File: src/rtl/dbrk_match.sv
module dbrk_match #(
  parameter int NUM_UNITS = 4,
  parameter int ADDR_W    = 32,
  parameter int FLD_W     = 6
) (
  input  logic                                            clk,
  input  logic                                            rst_n,
  input  logic                                            wr_en,
  input  logic [(NUM_UNITS > 1 ? $clog2(NUM_UNITS) : 1)-1:0] wr_unit,
  input  logic                                            wr_sel,
  input  logic [ADDR_W-1:0]                               wr_data,
  input  logic                                            acc_valid,
  input  logic                                            acc_store,
  input  logic [ADDR_W-1:0]                               acc_addr,
  output logic [NUM_UNITS-1:0]                            hit,
  output logic                                            dbg_req
);
  localparam int UW     = (NUM_UNITS > 1) ? $clog2(NUM_UNITS) : 1;
  localparam int ST_BIT = ADDR_W - 1;
  localparam int LD_BIT = ADDR_W - 2;
  localparam int HI_W   = ADDR_W - FLD_W;

  function automatic logic [FLD_W-1:0] repair(input logic [FLD_W-1:0] f);
    logic [FLD_W-1:0] r;
    logic run;
    run = 1'b1;
    for (int k = FLD_W - 1; k >= 0; k--) begin
      run  = run & f[k];
      r[k] = run;
    end
    return r;
  endfunction

  for (genvar g = 0; g < NUM_UNITS; g++) begin : g_unit
    logic [ADDR_W-1:0] base_q;
    logic [FLD_W-1:0]  fld_q;
    logic              ld_q, st_q;
    logic              sel;
    logic [ADDR_W-1:0] eff;

    assign sel = wr_en && (wr_unit == UW'(g));
    assign eff = {{HI_W{1'b1}}, fld_q};

    always_ff @(posedge clk or negedge rst_n) begin
      if (!rst_n) begin
        base_q <= '0;
        fld_q  <= '1;
        ld_q   <= 1'b0;
        st_q   <= 1'b0;
      end else if (sel) begin
        if (wr_sel) begin
          fld_q <= repair(wr_data[FLD_W-1:0]);
          ld_q  <= wr_data[LD_BIT];
          st_q  <= wr_data[ST_BIT];
        end else begin
          base_q <= wr_data;
        end
      end
    end

    assign hit[g] = acc_valid && (acc_store ? st_q : ld_q) &&
                    (((acc_addr ^ base_q) & eff) == '0);


    mask_contig_chk: assert property (@(posedge clk) disable iff (!rst_n)
      (((~fld_q) + 1'b1) & (~fld_q)) == '0);


    disabled_after_write_chk: assert property (@(posedge clk) disable iff (!rst_n)
      (sel && wr_sel && !wr_data[ST_BIT] && !wr_data[LD_BIT]) |=> !hit[g]);


    upper_match_chk: assert property (@(posedge clk) disable iff (!rst_n)
      hit[g] |-> (acc_addr[ADDR_W-1:FLD_W] == base_q[ADDR_W-1:FLD_W]));
  end

  assign dbg_req = |hit;


  idle_no_hit_chk: assert property (@(posedge clk) disable iff (!rst_n)
    !acc_valid |-> (hit == '0 && !dbg_req));
endmodule

File: config.mk
export PLATFORM = sky130hd
export DESIGN_NAME = dbrk_match
export DESIGN_NICKNAME = d
export VERILOG_FILES = /design/src/rtl/dbrk_match.sv
export SDC_FILE = /design/constraint.sdc
export NUM_CORES = 1
export LEC_CHECK = 0
export BUFFER_PORTS_ARGS = -buffer_cell sky130_fd_sc_hd__buf_2
export CAP_MARGIN = 20
export CORE_MARGIN = 1
export CORE_UTILIZATION = 55
export DETAILED_ROUTE_END_ITERATION = 10
export PLACE_DENSITY = 0.75
export REMOVE_ABC_BUFFERS = 1
export SLEW_MARGIN = 20
export SYNTH_ARGS = -nofsm -noshare
export SYNTH_HDL_FRONTEND = slang
export SYNTH_SLANG_ARGS = --single-unit
File: constraint.sdc
create_clock -name clk -period 3 [get_ports clk]
set_input_delay 0.45 -clock clk [delete_from_list [all_inputs] [get_ports clk]]
set_output_delay 0.45 -clock clk [all_outputs]
set_load 0.01 [all_outputs]
# Word level (Yosys, flattened, before mapping)
# Index checks and enable logic that the tools add are counted.
op_classes:
  eq_ne: 3
  mux: 4
  bitwise_logic: 14
  n_reduce_logical: 26
ops:
  columns: ["op", "count"]
  rows:
  - ["32-bit bitwise AND", 4]
  - ["32-bit logical NOT", 4]
  - ["32-bit XOR", 4]
  - ["2-bit AND reduction", 8]
  - ["1-bit logical AND", 12]
  - ["1-bit bitwise AND", 5]
  - ["2-bit equality test (second input constant)", 2]
  - ["1-bit two-way mux", 4]
  - ["4-bit OR reduction", 1]
  - ["2-bit by 1-bit equality test with 1-bit output (second input constant)", 1]
  - ["2-bit logical NOT", 1]
  - ["1-bit NOT", 1]
totals:
  ff_bits: 160
  out_inout_bits: 5
  word_cells: 63

# Logic depth before layout (Yosys ltp)
logic_depth:
  depth_word: 5
  ltp_mapped: 6
  depth_no_buf: 5

# Worst setup path before layout
# No wires, ideal clock.
synth_path:
  path_kind: "input-to-output"
  from: "in acc_store"
  to: "out dbg_req"
  t_arrival_ps: 1636
  path_slack_ps: 914
  path_stages: 6
  path_cell_list: "buf_4 mux2i_1 nor4_1 nand2_1 nor4_2 or4_1"
synth_between:
  elab_chain_cells: 4
  elab_cells_between_ends: 13
  classes_between: "mux: 4; reduce/logical: 9"
synth_rtl:
  columns: ["element", "line_no", "source"]
  rows:
  - ["start: declaration", "13", "input logic acc_store,"]
  - ["1-bit two-way mux", "61", "assign hit[g] = acc_valid && (acc_store ? st_q : ld_q) &&"]
  - ["1-bit logical AND (2 in series)", "61", null]
  - ["net hit[2]", "15", "output logic [NUM_UNITS-1:0] hit,"]
  - ["4-bit OR reduction", "77", "assign dbg_req = |hit;"]
  - ["end: declaration", "16", "output logic dbg_req"]
# The timed path passes the listed nets, and every way through them passes these cells.

# Worst setup path in the final report
layout_path:
  from: "reg g_unit[1].base_q[28]"
  to: "out dbg_req"
layout_between:
  elab_chain_cells: 5
layout_rtl:
  columns: ["element", "line_no", "source"]
  rows:
  - ["start: declaration", "35", "logic [ADDR_W-1:0] base_q;"]
  - ["start signal: assignment", "56", "base_q <= wr_data;"]
  - ["32-bit XOR", "62", "(((acc_addr ^ base_q) & eff) == '0);"]
  - ["32-bit bitwise AND", "62", null]
  - ["32-bit logical NOT", "62", null]
  - ["1-bit logical AND", "61", null]
  - ["4-bit OR reduction", "77", null]
# Every way passes these cells.

==> results by group <==
Routing
  • DRC violations left: 0
  • Detail Route Antenna Nets: 0
  • TritonRoute pass-1 iters: 4
  • Vias per cell: 5.66
  • DR iter-0 viols: 313
  • Routed Wire Length: 17.2 mm
  • Drt wl/cell: 20.6 um
  • DR vias: 4730

Final layout
  • Ant diodes: 0
  • Share of layout cells above drive strength 1: 0.418
  • Final #Nets: 719
  • Storage element area: 0.00403 mm^2
  • Synthesis-to-finish area growth: 15.2%
  • Area of the multi-input gates: 0.00344 mm^2
  • # fillers: 1017

Pwr
  • Peak VDD IR: 0.612 mV
  • Sequential share of power: 0.477
  • P_sw: 1.63 mW
  • Power Total: 6.10 mW
  • Clock share of power: 0.340
  • Pint: 4.47 mW
  • PD cells: 701 mW/mm^2
  • Leakage power: 3.79 nW
  • Net Sw Frac: 0.267
  • Comb power frac: 0.184

Yosys
  • Mapped cell area: 0.00756 mm^2
  • Warnings from Yosys: 0
  • Syn Area/Cell: 13.4 um^2
  • Sequential area share after synthesis: 0.534
  • Synth Instances: 565
  • Post-synthesis register bit count: 160
  • Cell variety after synth: 26

Clock network
  • Root buffer cell: clkbuf_16
  • CTS buffer count: 17
  • Sink Count: 160
  • Max Root-Sink Buffers: 2
  • CTS tree: done
  • H-tree depth: 4
  • Clk pin slew, worst setup/hold paths: 60 ps
  • Clock Latency Late Sink: 430 ps

Job
  • Max cap viols: 0

GRT
  • Vias in the first global route: 5060
  • Most Crowded Layer GR: met2
  • Largest net degree at the start of global routing: 82
  • Global-route met2 utilization: 0.424
  • Global-route track usage on met1: 0.344
  • GRT overflow: 0
  • Global-route wire length before repair: 27.7 mm
  • Met3 GRT Util: 0.0699
  • Initial antenna violation count: 0
  • Tot GR Track Use: 0.266

Setup path
  • CP Data Required Time: 2550 ps
  • Critical Path End: dbg_req
  • Setup crit start kind: flop
  • Crit. Startpoint: g_unit[1].base_q[28]
  • Crit end category: output pin
  • CP Class: reg -> out
  • Reg2reg end: g_unit[3].base_q[13]
  • Worst r2r src: g_unit[3].base_q[13]
  • FF-to-FF setup slack: 2200 ps
  • Worst-path maximum fanout: 2
  • Worst endpoint data arrival time: 2400 ps
  • R2R depth: 1

Floorplanning
  • Die footprint: 0.0142 mm^2
  • Std-Cell Rows: 42
  • Initial Utilization: 0.566
  • Die Wd: 119 um
  • Io pins: 77
  • Core ar.: 0.0133 mm^2
  • Die Y: 119 um

Placement
  • Dpl hpwl: 12.2 mm
  • Port bufs: 76
  • Routability congestion estimate: 0.838

Timing
  • TNS Setup: 0 ps
  • Fin crit share: 0.949
  • Setup violators final: 0
  • Slew Viols, Final: 0
  • Least-Margin Pin Slew: 762 ps
  • Clock period minus worst slack: 2850 ps
  • Final Skew: 0 ps
  • Fmax achieved: 351 MHz
  • RSZ-0062 raised after global routing: false
  • Slew headroom: 0.492
  • Hold Vio Cnt, Final: 0

Outcome
  • Outcome: finished clean

Min path
  • Min-delay worst type: in -> async
stage by stage:
stage / setup WS (ps) / area [um^2] / hold slack (ps) / utilization / std cells
floorplan: 479 / 7450 / 154 / - / 545
global placement: 276 / 8140 / 469 / 0.610 / 804
detailed placement: 253 / 8140 / 475 / 0.610 / 804
CTS: 62.6 / 8700 / 90.0 / 0.652 / 836
global route: 26.1 / 8710 / 103 / 0.652 / 836
finish: 153 / 8710 / 30.7 / 0.652 / 836
synth_stat cells (all sizes together):
cell,count,area [um^2]
nand2,30,113
nand4,10,62.6
nor3b,2,25.0
nor3,1,10.0
mux2i,4,40.0
and3,1,6.26
clkbuf,5,18.8
buf,15,92.6
dfrtp,136,3400
xnor2,12,105
or4,1,7.51
nand2b,1,6.26
dfstp,24,631
a221o,4,41.3
nor4,28,200
o21ai,20,100
mux2,140,1580
a22oi,8,60.1
xor2,116,1020
nand3,3,15.0
nor2,1,3.75
nand4b,3,26.3
area by class of cell:
type,count,area share
multi-input combinational,385,0.395
timing repair buffer,83,0.0519
clock buffer,25,0.0546
tap,176,0.0253
clock inverter,7,0.00977
sequential,160,0.463
layout by cell type (no fill, tap or decap):
master     netlist  layout
nor3_4           0       1
o21ai_0         20      20
or4_1            1       1
xnor2_1         12      12
clkbuf_1         5       6
nor2_1           1       1
nor3b_4          0       2
mux2_2         134     134
and3_1           1       1
nand2b_1         1       1
buf_6            0       1
buf_4            7       6
bufinv_16        0       2
clkbuf_8         0       2
nor4_2           4       5
nor4_1          24      23
nand2_1         30      30
a221o_1          3       3
a22oi_1          8       8
dfrtp_1        136     136
mux2_1           6       6
dfstp_2         24      24
xor2_1         116     116
buf_2            8      75
clkbuf_16        0      17
nand4_1         10      10
nand3_1          3       3
nand4b_1         3       3
clkinv_2         0       5
a221o_2          1       1
mux2i_1          4       4
buf_12           0       1
per-layer routing:
| metal | wire, um | part of all wire |
|---|---|---|
| met5 | 0 | 0 |
| met4 | 489 | 0.028 |
| met3 | 922 | 0.054 |
| met2 | 8330 | 0.48 |
| met1 | 7480 | 0.43 |
critical path, cell delays in order, from the launching register on:
cell and delay, ps:
dfrtp_1 390, xor2_1 150, nor4_1 570, nand4_1 180, nor4_2 340, or4_1 200
buf_2 130
sequential cells by signal (all words and copies together) (netlist names):
signal,count
g_unit.fld_q,24
g_unit.base_q,128
g_unit.ld_q,4
g_unit.st_q,4
kinds of logic after synthesis:
| family | after synthesis | share of synthesized area |
|---|---|---|
| flip-flops | 160 | 0.534 |
| multiplexers | 144 | 0.214 |
| XOR/XNOR | 128 | 0.148 |
| AND/OR/NAND/NOR | 81 | 0.0629 |
| AO/OA/AOI/OAI | 32 | 0.0266 |
| buffers and inverters | 20 | 0.0147 |
worst min path at each step:
stage                     slack (ps)  depth (start not counted)                from                  end
after floorplan                  150                          0               rst_n  g_unit[0].base_q[0]
after global placement           470                          2  g_unit[1].fld_q[0]   g_unit[1].fld_q[0]
after detailed placement         470                          2  g_unit[1].fld_q[0]   g_unit[1].fld_q[0]
after CTS                         90                          1               rst_n  g_unit[2].base_q[1]
after global routing             100                          1               rst_n  g_unit[0].base_q[5]
final                             30                          1               rst_n  g_unit[2].base_q[1]
power groups by stage:
stage | Sequential (mW) | Clock (mW) | Combinational [mW]
after global routing | 2.96 | 2.20 | 1.23
after global placement | 2.91 | 0 | 1.08
after floorplan | 2.87 | 0 | 0.751
after detailed placement | 2.94 | 0 | 1.11
after CTS | 2.91 | 2.10 | 1.13
final | 2.91 | 2.07 | 1.12
repair_timing:
action | CTS | global route
resized for setup | 0 | 1
buffers inserted | 0 | 0
hold buffers | 0 | 0
endpoints found under the setup margin | 0 | 1
Note: power is estimated with default switching activity, not from simulation.
